`config.mk`:
```
export PLATFORM = sky130hd
export DESIGN_NAME = pw_trigger
export DESIGN_NICKNAME = d
export VERILOG_FILES = /design/src/rtl/pw_pkg.sv /design/src/rtl/pw_phase.sv /design/src/rtl/pw_width.sv /design/src/rtl/pw_judge.sv /design/src/rtl/pw_trigger.sv
export SDC_FILE = /design/constraint.sdc
export NUM_CORES = 1
export LEC_CHECK = 0
export ABC_AREA = 0
export BUFFER_PORTS_ARGS = -buffer_cell sky130_fd_sc_hd__buf_4
export CORE_MARGIN = 2
export CORE_UTILIZATION = 45
export DETAILED_ROUTE_END_ITERATION = 6
export PLACE_DENSITY = 0.65
export SYNTH_ARGS = -nofsm -noshare
export SYNTH_HDL_FRONTEND = slang
export SYNTH_SLANG_ARGS = --single-unit
```
`constraint.sdc`:
```
create_clock -name clk -period 3.04 [get_ports clk]
set_input_delay 0.152 -clock clk [delete_from_list [all_inputs] [get_ports clk]]
set_output_delay 0.152 -clock clk [all_outputs]
set_load 0.01 [all_outputs]
```
`src/rtl/pw_pkg.sv`:
```
package pw_pkg;

    localparam int MODE_W = 3;

    typedef enum logic [MODE_W-1:0] {
        PW_SHORTER = 3'd0,
        PW_LONGER  = 3'd1,
        PW_EQUAL   = 3'd2,
        PW_INSIDE  = 3'd3,
        PW_OUTSIDE = 3'd4
    } pw_mode_e;

    // per-sample event classification of the normalized line
    typedef struct packed {
        logic lead;   // first active sample after an inactive one
        logic hold;   // active sample continuing a measured pulse
        logic trail;  // first inactive sample ending a measured pulse
    } pw_evt_t;

    function automatic logic mode_known(input logic [MODE_W-1:0] m);
        return m <= MODE_W'(PW_OUTSIDE);
    endfunction

endpackage

```
`src/rtl/pw_phase.sv`:
```
module pw_phase
    import pw_pkg::*;
(
    input  logic    clk,
    input  logic    rst,
    input  logic    act_i,
    output pw_evt_t evt_o,
    output logic    in_pulse_o
);
    logic idle_q;   // previous sample was inactive
    logic in_q;     // inside a measured pulse

    always_comb begin
        evt_o.lead  = act_i & idle_q;
        evt_o.hold  = act_i & in_q;
        evt_o.trail = ~act_i & in_q;
    end

    always_ff @(posedge clk) begin
        if (rst) begin
            idle_q <= 1'b0;
            in_q   <= 1'b0;
        end else begin
            idle_q <= ~act_i;
            in_q   <= act_i & (idle_q | in_q);
        end
    end

    assign in_pulse_o = in_q;
endmodule

```
`src/rtl/pw_width.sv`:
```
module pw_width #(
    parameter int W = 8
) (
    input  logic         clk,
    input  logic         rst,
    input  logic         lead_i,
    input  logic         hold_i,
    output logic [W-1:0] cnt_o
);
    localparam logic [W-1:0] CNT_MAX = {W{1'b1}};

    logic [W-1:0] cnt_q;

    always_ff @(posedge clk) begin
        if (rst) begin
            cnt_q <= '0;
        end else if (lead_i) begin
            cnt_q <= W'(1);
        end else if (hold_i && cnt_q != CNT_MAX) begin
            cnt_q <= cnt_q + W'(1);
        end
    end

    assign cnt_o = cnt_q;
endmodule

```
`src/rtl/pw_judge.sv`:
```
module pw_judge
    import pw_pkg::*;
#(
    parameter int W = 8
) (
    input  logic              clk,
    input  logic              rst,
    input  pw_evt_t           evt_i,
    input  logic [W-1:0]      cnt_i,
    input  logic [MODE_W-1:0] mode_i,
    input  logic [W-1:0]      lo_i,
    input  logic [W-1:0]      hi_i,
    output logic              trig_o
);
    localparam logic [W-1:0] CNT_MAX = {W{1'b1}};

    logic [W:0] w_ext, lo_ext, w_p1, lo_p1;
    logic       in_window, trail_ok, over_ok, fire;
    logic       trig_q;

    always_comb begin
        w_ext     = {1'b0, cnt_i};
        lo_ext    = {1'b0, lo_i};
        w_p1      = w_ext + (W+1)'(1);
        lo_p1     = lo_ext + (W+1)'(1);
        in_window = (cnt_i >= lo_i) && (cnt_i <= hi_i);

        trail_ok = 1'b0;
        if (mode_known(mode_i)) begin
            case (pw_mode_e'(mode_i))
                PW_SHORTER: trail_ok = cnt_i < lo_i;
                PW_EQUAL:   trail_ok = (w_p1 >= lo_ext) && (w_ext <= lo_p1);
                PW_INSIDE:  trail_ok = in_window;
                PW_OUTSIDE: trail_ok = ~in_window;
                default:    trail_ok = 1'b0;
            endcase
        end

        // width passes lo_i on this sample
        over_ok = (evt_i.lead && lo_i == '0) ||
                  (evt_i.hold && cnt_i == lo_i && cnt_i != CNT_MAX);

        if (mode_i == MODE_W'(PW_LONGER))
            fire = over_ok;
        else
            fire = evt_i.trail & trail_ok;
    end

    always_ff @(posedge clk) begin
        if (rst) trig_q <= 1'b0;
        else     trig_q <= fire;
    end

    assign trig_o = trig_q;
endmodule

```
`src/rtl/pw_trigger.sv`:
```
module pw_trigger
    import pw_pkg::*;
#(
    parameter int W = 8
) (
    input  logic         clk,
    input  logic         rst,
    input  logic         src_i,
    input  logic         pol_i,
    input  logic [2:0]   mode_i,
    input  logic [W-1:0] lo_i,
    input  logic [W-1:0] hi_i,
    output logic         trig_o
);
    logic         act;
    pw_evt_t      evt;
    logic         in_pulse;
    logic [W-1:0] width_cnt;

    assign act = src_i ^ pol_i;

    pw_phase u_phase (
        .clk        (clk),
        .rst        (rst),
        .act_i      (act),
        .evt_o      (evt),
        .in_pulse_o (in_pulse)
    );

    pw_width #(.W(W)) u_width (
        .clk    (clk),
        .rst    (rst),
        .lead_i (evt.lead),
        .hold_i (evt.hold),
        .cnt_o  (width_cnt)
    );

    pw_judge #(.W(W)) u_judge (
        .clk    (clk),
        .rst    (rst),
        .evt_i  (evt),
        .cnt_i  (width_cnt),
        .mode_i (mode_i),
        .lo_i   (lo_i),
        .hi_i   (hi_i),
        .trig_o (trig_o)
    );
endmodule

```
==> summary.md, run 1 <==
## Timing
* 62.7% — normalized max-slew margin
* 2.68 ns — Final min period
* 0.0887 ns — WHS
* 0 — Final Hold Fails
* no — unrepaired setup endpoints after global routing
* 0.361 ns — Setup WS post-layout
* 373 MHz — highest clock frequency the design can meet
* 0 — Final Setup Violations
* 88.1% — Period Utilization, post-route
* 0.555 ns — transition at the pin with the smallest max-transition slack
* 0 — final number of max-transition violations
* 0 ns — final-layout setup total negative slack
* 0.00262 ns — Final Skew

## Logic synthesis
* sky130_fd_sc_hd__dfxtp_1 — Main synth FF type
* 11 — FF+latch count, synth
* sky130_fd_sc_hd__ha_1 (28%), sky130_fd_sc_hd__dfxtp_1 (14%), sky130_fd_sc_hd__xnor2_1 (5.1%) — top cells by area, synth
* 8.18 um^2 — Post-Syn Area per Cell
* sky130_fd_sc_hd__ha_1 — Yosys top cell by area
* 0 — number of warning messages in the yosys log
* 247 — synthesized netlist net count
* 28.3% — top-area cell type share of the netlist area
* 14.2% — part of the Yosys area used for sequential elements
* 46 — unique cell type count in the Yosys netlist
* 189 — count of mapped cells out of synthesis
* 0 — number of flops mapped to enable cells by yosys
* 1550 um^2 — Post-Syn Area
* 0% — share of flip-flops with an asynchronous set or reset after synthesis

## Critical path
* register — nature of the critical path startpoint
* 2.84 ns — Data arrival, critical path
* 3.20 ns — required time worst endpoint
* 6 — largest fanout on the critical path
* reg -> reg — crit path kind
* register — endpoint kind of the worst setup timing path

## Worst hold path
* in -> reg — type of the tightest min-delay check

## Place
* 23 — Port Buffers
* 0.365 ns — worst slack at placement
* 0.858 — final weighted congestion in routability-driven placement
* 3.29 mm — detailed placement HPWL

## Finish
* 17.1% — fraction of final layout cells with drive strength greater than 1
* 54.5% — Post-Route Utilization
* 16.6% — area growth from synthesis to layout
* 275 — final net count
* 344 — Fillers
* 0 — number of inserted diodes

## Global routing
* 0 — initial antenna violation count
* 6.49 mm — global-route wire length before repair
* 20.6% — GRT Total Usage
* 1,434 — vias in the first global route
* 9 — maximum number of pins on one net before global-route repair
* 0 — remaining global-route overflow

## Clock tree
* 11 — number of clock sinks seen by CTS
* 1 — H-tree depth
* 2 — Max Root-Sink Buffers
* 0.07 ns — Clk pin slew, worst setup/hold paths
* 0 — count of hold-fix buffers inserted at cts
* sky130_fd_sc_hd__clkbuf_4 — Clock Tree Root
* 0 — Post CTS Setup Buffer Count
* yes — TritonCTS clock tree
* 0.27 ns — clock insertion delay at the later pin of the skew report
* 0 — number of instances resized during post-cts repair
* 3 — number of buffers created by CTS

## Detailed routing
* 5.39 — average vias per placed instance
* 4 — first-pass iteration count of the detailed router
* 1,412 — total vias in the final route
* 0 — residual antenna-violating net count after detailed routing
* 0 — Residual DRC
* 3.91 mm — detailed-route wire length
* 46 — First DRT Iteration DRCs
* 14.9 um — average wire length per cell after detail routing

## Floorplanning
* 46.7% — Starting Density
* 62.6 um — Chip Width
* 62.6 um — vertical die dimension
* 24 — ports placed on the boundary
* 3920 um^2 — overall die area
* 21 — count of standard-cell rows
* 3310 um^2 — core area

## Run status
* completed — status

## Job
* 0 — number of maximum-capacitance violations

## Power
* 210 nW/um^2 — power per standard cell area
* 0.872 nW — leak pwr
* 159 uV — worst-case vdd ir drop

-- critical path, cell delays in order (launching register included) --
cell and delay [ns]:
sky130_fd_sc_hd__dfxtp_1 0.44, sky130_fd_sc_hd__ha_1 0.24, sky130_fd_sc_hd__and3_1 0.25, sky130_fd_sc_hd__nand3_1 0.13
sky130_fd_sc_hd__xnor2_1 0.17, sky130_fd_sc_hd__ha_1 0.31, sky130_fd_sc_hd__a211o_1 0.28, sky130_fd_sc_hd__a211oi_1 0.21
sky130_fd_sc_hd__a21o_2 0.18, sky130_fd_sc_hd__a2111oi_4 0.06, sky130_fd_sc_hd__a2111o_1 0.30
-- final timing paths --
check                                          end        startpoint  depth (start not counted)  slack (ns)
worst min-delay path            u_phase.in_pulse_o               rst                          2        0.09
worst max-delay path                u_judge.trig_o  u_width.cnt_o[1]                         10        0.36
worst min register to register    u_width.cnt_o[0]    u_phase.idle_q                          2        0.54
worst max register to register      u_judge.trig_o  u_width.cnt_o[1]                         10        0.36
-- per-stage QoR --
step | area (um^2) | power (W) | instances
2_1_floorplan | 1550 | 0.000226 | 189
4_1_cts | 1800 | 0.000381 | 262
6_report | 1800 | 0.000379 | 262
3_5_place_dp | 1780 | 0.000281 | 258
3_3_place_gp | 1780 | 0.000276 | 258
5_1_grt | 1800 | 0.000403 | 262
-- cell families after synthesis --
logic type	count (synthesis)	share of synthesized area (%)
xor+xnor	18	10.7
buf+inv	20	4.85
fa+ha+maj	35	28.3
mux	2	1.38
flops	11	14.2
compound gates	36	16.8
simple gates	67	23.7
-- layout make-up --
cell class	instances	area, um^2	area share [%]
Multi-Input combinational cell	158	1250	69.4
Sequential cell	11	220	12.2
Timing Repair Buffer	23	173	9.58
Inverter	20	75.1	4.16
Tap cell	46	57.6	3.19
Clock buffer	4	26.3	1.46
-- synth_stat cells, types with 2 or more instances --
library cell / instances
sky130_fd_sc_hd__nand3_1: 7
sky130_fd_sc_hd__o2111ai_1: 2
sky130_fd_sc_hd__nor2_1: 15
sky130_fd_sc_hd__ha_1: 35
sky130_fd_sc_hd__nor4b_1: 2
sky130_fd_sc_hd__xnor2_1: 9
sky130_fd_sc_hd__nor2b_1: 4
sky130_fd_sc_hd__and3_1: 4
sky130_fd_sc_hd__xor2_1: 8
sky130_fd_sc_hd__a21oi_1: 12
sky130_fd_sc_hd__nand4_1: 7
sky130_fd_sc_hd__a211oi_1: 3
sky130_fd_sc_hd__nor3_1: 4
sky130_fd_sc_hd__nand2b_1: 2
sky130_fd_sc_hd__inv_1: 20
sky130_fd_sc_hd__o21ai_0: 5
sky130_fd_sc_hd__nand2_1: 10
sky130_fd_sc_hd__dfxtp_1: 11
sky130_fd_sc_hd__o22ai_1: 2
-- power by group --
group          switching [W]  leakage (nW)  internal (W)
Sequential        0.00000484        0.0892      0.000148
Combinational      0.0000679         0.768     0.0000580
Clock              0.0000494        0.0150     0.0000508
-- per-layer routing --
| layer | routed length [um] | global-route usage (%) | vias to the layer above | part of all wire, % |
|---|---|---|---|---|
| li1 | - | - | 738 | - |
| met1 | 1790 | 24.2 | 647 | 46 |
| met2 | 1990 | 38.8 | 23 | 51 |
| met3 | 97 | 2.16 | 4 | 2.5 |
| met4 | 36 | 6.11 | 0 | 0.92 |
| met5 | 0 | 0 | - | 0 |
-- placed cells by master, fill, tap and decap left out, drive strengths merged, types with 2 or more instances in the layout --
master / Yosys / final
a21o: 2 / 2
nand2b: 2 / 2
or2: 2 / 2
nor4b: 2 / 2
xor2: 9 / 9
xnor2: 9 / 9
nor2b: 4 / 4
nand3: 7 / 7
nor3: 4 / 4
nand4: 7 / 7
nor2: 17 / 17
buf: 0 / 23
o21ai: 5 / 5
and3: 5 / 5
dfxtp: 11 / 11
o22ai: 2 / 2
inv: 20 / 20
a211oi: 3 / 3
clkbuf: 0 / 4
nand2: 11 / 11
o2111ai: 2 / 2
ha: 35 / 35
a21oi: 12 / 12
o211ai: 2 / 2
-- sequential cells by signal (all words and copies together) (netlist names) --
name                count
u_judge.trig_o          1
u_phase.in_pulse_o      1
u_width.cnt_o           8
u_phase.idle_q          1
No activity file was read; power rests on OpenSTA's default activity.
==> inputs of run 2 (changes only) <==
--- a/config.mk
+++ b/config.mk
@@ -10,6 +10,7 @@
 export CORE_MARGIN = 2
 export CORE_UTILIZATION = 45
 export DETAILED_ROUTE_END_ITERATION = 6
+export GPL_TIMING_DRIVEN = 0
 export PLACE_DENSITY = 0.65
 export SYNTH_ARGS = -nofsm -noshare
 export SYNTH_HDL_FRONTEND = slang
==> run 2 against run 1 <==
Compared with the run above:
- critical path type unchanged
- first-iteration DRC count rose by 80%
- maximum frequency shrank 0.82%
- via count up 3.0%
- clock-buffer cell count unchanged
- final area stayed put
- core utilization did not move
- worst hold slack worse by 0.0085 ns
- sequential cell count is the same
- non-clock buffer count is the same
- final cell count stayed put
- largest cell class unchanged
- sequential share of layout area unchanged
==> summary.md, run 2 (synthesis gave the netlist of run 1 again) <==
## Global routing
* 20.7% — GRT Total Usage, +0.11 points
* 6.57 mm — global-route wire length before repair, +1.3%
* 0 — remaining global-route overflow, unchanged
* 1,484 — vias in the first global route, +3.5%
* 9 — maximum number of pins on one net before global-route repair, unchanged
* 0 — initial antenna violation count, unchanged

## Clock tree
* 0 — number of instances resized during post-cts repair, unchanged
* 1 — H-tree depth, unchanged
* 11 — number of clock sinks seen by CTS, unchanged
* 0.07 ns — Clk pin slew, worst setup/hold paths, about the same
* 0 — count of hold-fix buffers inserted at cts, unchanged
* sky130_fd_sc_hd__clkbuf_4 — Clock Tree Root
* yes — TritonCTS clock tree
* 0 — Post CTS Setup Buffer Count, unchanged
* 3 — number of buffers created by CTS, unchanged
* 2 — Max Root-Sink Buffers, unchanged
* 0.27 ns — clock insertion delay at the later pin of the skew report, about the same

## Place
* 0.318 ns — worst slack at placement, -0.0473 ns
* 3.15 mm — detailed placement HPWL, -4.3%
* 0.838 — final weighted congestion in routability-driven placement, -2.2%
* 23 — Port Buffers, unchanged

## Finish
* sky130_fd_sc_hd__ha_1 (35), sky130_fd_sc_hd__buf_4 (23), sky130_fd_sc_hd__inv_1 (20) — highest-count cells in the layout ignoring fill and taps
* 275 — final net count, unchanged
* 0 — number of inserted diodes, unchanged
* sky130_fd_sc_hd__ha_1 — most common cell after layout, fill and taps aside
* 1250 um^2 — Multi-input gate area, unchanged
* 220 um^2 — area of all sequential standard cells, unchanged
* 8 — flip-flop count of the largest register after layout, unchanged
* 17.1% — fraction of final layout cells with drive strength greater than 1, unchanged
* 16.6% — area growth from synthesis to layout, unchanged
* 338 — Fillers, -1.7%

## Timing
* 0.000502 ns — Final Skew, -0.00212 ns
* 65.9% — normalized max-slew margin, +3.2 points
* 0.508 ns — transition at the pin with the smallest max-transition slack, -0.0474 ns
* no — unrepaired setup endpoints after global routing
* 370 MHz — highest clock frequency the design can meet, -0.82%
* 0 — final number of max-transition violations, unchanged
* 2.70 ns — Final min period, +0.0220 ns
* 0 — Final Setup Violations, unchanged
* 0 ns — final-layout setup total negative slack, unchanged
* 88.9% — Period Utilization, post-route, +0.72 points
* 0.339 ns — Setup WS post-layout, -0.0220 ns
* 0 — Final Hold Fails, unchanged

## Worst hold path
* in -> reg — type of the tightest min-delay check
* 2 — Hold Path Cell Cnt, unchanged
* rst — Worst Min Path Start
* u_phase.idle_q — destination of the worst hold path

## Floorplanning
* 62.6 um — vertical die dimension, unchanged
* 62.6 um — Chip Width, unchanged
* 46.7% — Starting Density, unchanged
* 21 — count of standard-cell rows, unchanged
* 3920 um^2 — overall die area, unchanged
* 24 — ports placed on the boundary, unchanged
* 3310 um^2 — core area, unchanged

## Power
* 41.0% — sequential share of power, +0.7 points
* 31.6% — switching power as a share of total power, -0.69 points
* 176 uV — worst-case vdd ir drop, +10%
* 0.872 nW — leak pwr, unchanged
* 32.4% — part of the power in combinational logic, -0.8 points
* 0.000118 W — switching power of the nets, -3.5%
* 26.6% — proportion of power drawn by the clock network, about the same
* 0.000256 W — P_int, -0.38%
* 207 nW/um^2 — power per standard cell area, -1.4%

## Critical path
* 3.19 ns — required time worst endpoint, about the same
* 6 — largest fanout on the critical path, unchanged
* u_judge.trig_o — Reg-to-Reg End
* u_width.cnt_o[1] — startpoint of the most critical register-to-register path
* 2.85 ns — Data arrival, critical path, about the same
* reg -> reg — crit path kind
* register — endpoint kind of the worst setup timing path
* 10 — Register-to-Register Path Depth, unchanged
* register — nature of the critical path startpoint
* 0.34 ns — setup slack on the worst flop-to-flop path, -0.02 ns

## Detailed routing
* 5.55 — average vias per placed instance, +3.0%
* 0 — residual antenna-violating net count after detailed routing, unchanged
* 1,455 — total vias in the final route, +3.0%
* 3.79 mm — detailed-route wire length, -3.1%
* 4 — first-pass iteration count of the detailed router, unchanged
* 14.5 um — average wire length per cell after detail routing, -3.1%
* 0 — Residual DRC, unchanged
* 83 — First DRT Iteration DRCs, +80%

## Job
* 0 — number of maximum-capacitance violations, unchanged

## Run status
* completed — status

run 2: power groups by stage:
stage          Combinational, W  Sequential [W]   Clock, W
2_1_floorplan         0.0000712        0.000154          0
3_3_place_gp           0.000117        0.000156          0
3_5_place_dp           0.000121        0.000157          0
4_1_cts                0.000122        0.000153   0.000101
5_1_grt                0.000138        0.000153   0.000107
6_report               0.000121        0.000153  0.0000994
run 2: final cells by class:
cell class | instances | share of cell area, %
multi-input combinational | 158 | 69.4
clock buffer | 4 | 1.46
sequential | 11 | 12.2
timing repair buffer | 23 | 9.58
inverter | 20 | 4.16
tap | 46 | 3.19
run 2: critical path, cell delays in order (launching register included):
cell and delay [ns]:
sky130_fd_sc_hd__dfxtp_1 0.44, sky130_fd_sc_hd__ha_1 0.24, sky130_fd_sc_hd__and3_1 0.25, sky130_fd_sc_hd__nand3_1 0.14, sky130_fd_sc_hd__xnor2_1 0.16, sky130_fd_sc_hd__ha_1 0.30
sky130_fd_sc_hd__a211o_1 0.28, sky130_fd_sc_hd__a211oi_1 0.21, sky130_fd_sc_hd__a21o_2 0.18, sky130_fd_sc_hd__a2111oi_4 0.06, sky130_fd_sc_hd__a2111o_1 0.31
run 2: worst max-delay path by stage:
stage,startpoint,to,slack [ns],cells after the start
final,u_width.cnt_o[1],u_judge.trig_o,0.34,10
after global routing,u_width.cnt_o[1],u_judge.trig_o,0.12,10
after CTS,u_width.cnt_o[1],u_judge.trig_o,0.31,10
after detailed placement,u_width.cnt_o[1],u_judge.trig_o,0.32,10
after global placement,u_width.cnt_o[1],u_judge.trig_o,0.35,10
after floorplan,u_width.cnt_o[1],u_judge.trig_o,0.62,10
run 2: per-layer routing:
metal | track usage (%) | part of all wire, % | vias to the layer above
li1 | - | - | 737
met1 | 25.3 | 43 | 663
met2 | 36.0 | 49 | 47
met3 | 3.24 | 5.9 | 8
met4 | 8.33 | 2.5 | 0
met5 | 0 | 0 | -
run 2: stage by stage:
| stage | area, um^2 | std cells | util [%] | total power, W | hold slack (ns) |
|---|---|---|---|---|---|
| finish | 1800 | 262 | 54.5 | 0.000374 | 0.0802 |
| global route | 1800 | 262 | 54.5 | 0.000398 | 0.0877 |
| CTS | 1800 | 262 | 54.5 | 0.000376 | 0.0769 |
| detailed placement | 1780 | 258 | 53.7 | 0.000278 | 0.360 |
| global placement | 1780 | 258 | 53.7 | 0.000273 | 0.353 |
| floorplan | 1550 | 189 | - | 0.000226 | 0.221 |
==> inputs of run 3 (changes only) <==
--- a/config.mk
+++ b/config.mk
@@ -9,6 +9,7 @@
 export BUFFER_PORTS_ARGS = -buffer_cell sky130_fd_sc_hd__buf_4
 export CORE_MARGIN = 2
 export CORE_UTILIZATION = 45
+export CTS_BUF_LIST = sky130_fd_sc_hd__clkbuf_8
 export DETAILED_ROUTE_END_ITERATION = 6
 export GPL_TIMING_DRIVEN = 0
 export PLACE_DENSITY = 0.65
==> run 3 against run 2 <==
Compared with the run above:
- power increased by 12%
- worst hold slack improved by 0.033 ns
- first-iteration DRC count increased by 16%
- wire length increased by 1.7%
- via count increased by 0.62%
- core utilization increased by 0.57 points
- clock power increased by 44%
- clock-buffer cell count decreased by 1
- final area increased by 1.0%
==> summary.md, run 3 (synthesis gave the netlist of run 1 again) <==
## Critical path
* u_width.cnt_o[1] — startpoint of the most critical register-to-register path
* 0.34 ns — setup slack on the worst flop-to-flop path, about the same
* sky130_fd_sc_hd__ha_1 — dominant cell type by count on the critical path
* register — endpoint kind of the worst setup timing path
* register — nature of the critical path startpoint
* ha_1, and3_1, nand3_1, xnor2_1, ha_1, a211o_1, a211oi_1, a21o_2, a2111oi_4, a2111o_1 — cells along the critical path
* 10 — Register-to-Register Path Depth, unchanged
* reg -> reg — crit path kind
* sky130_fd_sc_hd__dfxtp_1 — Max stage delay cell, worst path
* 3.16 ns — required time worst endpoint, -0.03 ns
* 6 — largest fanout on the critical path, unchanged
* 2.82 ns — Data arrival, critical path, -0.03 ns
* 0.43 ns — Largest stage delay, worst path, about the same
* u_judge.trig_o — Reg-to-Reg End

## Timing
* 0 — Final Hold Fails, unchanged
* 0 ns — final-layout setup total negative slack, unchanged
* 0 — Final Setup Violations, unchanged
* 2.70 ns — Final min period, -0.00449 ns
* no — unrepaired setup endpoints after global routing
* 0.000880 ns — Final Skew, +0.000378 ns
* 371 MHz — highest clock frequency the design can meet, +0.17%
* 88.7% — Period Utilization, post-route, -0.15 points
* 65.9% — normalized max-slew margin, about the same
* 0.508 ns — transition at the pin with the smallest max-transition slack, -0.000304 ns
* 0 — final number of max-transition violations, unchanged

## Finish
* 17.8% — area growth from synthesis to layout
* 275 — final net count, unchanged
* 220 um^2 — area of all sequential standard cells, unchanged
* 17.1% — fraction of final layout cells with drive strength greater than 1, unchanged
* sky130_fd_sc_hd__ha_1 — most common cell after layout, fill and taps aside
* 1250 um^2 — Multi-input gate area, unchanged
* 336 — Fillers, -0.59%
* sky130_fd_sc_hd__ha_1 (35), sky130_fd_sc_hd__buf_4 (23), sky130_fd_sc_hd__inv_1 (21) — highest-count cells in the layout ignoring fill and taps
* 55.0% — Post-Route Utilization, +0.57 points
* 0 — number of inserted diodes, unchanged
* 8 — flip-flop count of the largest register after layout, unchanged

## Floorplanning
* 3920 um^2 — overall die area, unchanged
* 62.6 um — vertical die dimension, unchanged
* 21 — count of standard-cell rows, unchanged
* 62.6 um — Chip Width, unchanged
* 24 — ports placed on the boundary, unchanged
* 3310 um^2 — core area, unchanged
* 46.7% — Starting Density, unchanged

## Worst hold path
* in -> reg — type of the tightest min-delay check
* rst — Worst Min Path Start
* u_phase.idle_q — destination of the worst hold path
* 2 — Hold Path Cell Cnt, unchanged

## Global routing
* 9 — maximum number of pins on one net before global-route repair, unchanged
* 0 — remaining global-route overflow, unchanged
* 21.3% — GRT Total Usage, +0.65 points
* 1,497 — vias in the first global route, +0.88%
* 0 — initial antenna violation count, unchanged
* 6.66 mm — global-route wire length before repair, +1.4%

## Clock tree
* sky130_fd_sc_hd__clkbuf_8 — Clock Tree Root
* 0 — count of hold-fix buffers inserted at cts, unchanged
* 2 — Max Root-Sink Buffers, unchanged
* 0 — number of instances resized during post-cts repair, unchanged
* 3 — number of buffers created by CTS, unchanged
* 1 — H-tree depth, unchanged
* 11 — number of clock sinks seen by CTS, unchanged
* 0.05 ns — Clk pin slew, worst setup/hold paths, -0.02 ns
* yes — TritonCTS clock tree
* 0 — Post CTS Setup Buffer Count, unchanged
* 0.24 ns — clock insertion delay at the later pin of the skew report, -0.03 ns

## Run status
* completed — status

## Place
* 0.838 — final weighted congestion in routability-driven placement, unchanged
* 23 — Port Buffers, unchanged
* 3.15 mm — detailed placement HPWL, unchanged

## Detailed routing
* 1,464 — total vias in the final route, +0.62%
* 5.59 — average vias per placed instance, +0.62%
* 0 — residual antenna-violating net count after detailed routing, unchanged
* 96 — First DRT Iteration DRCs, +16%
* 0 — Residual DRC, unchanged
* 4 — first-pass iteration count of the detailed router, unchanged
* 14.7 um — average wire length per cell after detail routing, +1.7%
* 3.85 mm — detailed-route wire length, +1.7%

## Job
* 0 — number of maximum-capacitance violations, unchanged

## Power
* 230 nW/um^2 — power per standard cell area, +11%
* 212 uV — worst-case vdd ir drop, +21%
* 0.884 nW — leak pwr, +1.4%

## run 3: cell type report
type	instances	area share [%]
Multi-Input combinational cell	158	68.7
Sequential cell	11	12.1
Timing Repair Buffer	23	9.48
Inverter	20	4.12
Tap cell	46	3.16
Clock buffer	3	2.27
Clock inverter	1	0.206
## run 3: how the worst max path moves through the flow
| stage | start | endpoint | slack (ns) | cells after the start |
|---|---|---|---|---|
| 6_report | u_width.cnt_o[1] | u_judge.trig_o | 0.34 | 10 |
| 5_1_grt | u_width.cnt_o[1] | u_judge.trig_o | 0.12 | 10 |
| 4_1_cts | u_width.cnt_o[1] | u_judge.trig_o | 0.31 | 10 |
| 3_5_place_dp | u_width.cnt_o[1] | u_judge.trig_o | 0.32 | 10 |
| 3_3_place_gp | u_width.cnt_o[1] | u_judge.trig_o | 0.35 | 10 |
| 2_1_floorplan | u_width.cnt_o[1] | u_judge.trig_o | 0.62 | 10 |
## run 3: worst max-delay path, delay by kind of cell (launching register included)
family / cells / cell delay, ns
flip-flops: 1 / 0.43
adder cells (fa/ha/maj): 2 / 0.55
AND/OR/NAND/NOR: 2 / 0.39
AO/OA/AOI/OAI: 5 / 1.04
XOR/XNOR: 1 / 0.16
## run 3: through the flow
stage	total power, W	cell area (um^2)	worst slack (ns)	hold slack [ns]	std cells
2_1_floorplan	0.000226	1550	0.618	0.221	189
4_1_cts	0.000421	1820	0.308	0.110	262
6_report	0.000418	1820	0.343	0.113	262
3_3_place_gp	0.000273	1780	0.350	0.353	258
3_5_place_dp	0.000278	1780	0.318	0.360	258
5_1_grt	0.000447	1820	0.119	0.117	262
## run 3: layer usage
metal	GRT usage (%)	up-vias	part of all wire, %
met2	36.0	46	48
met3	5.41	12	6.5
met5	0	-	0
met1	25.5	668	42
met4	9.17	0	3.1
li1	-	738	-
## run 3: where the power goes
group | switching, W | internal, W
clock network | 0.0000548 | 0.0000886
logic | 0.0000642 | 0.0000571
registers | 0.00000534 | 0.000148
total | 0.000124 | 0.000294
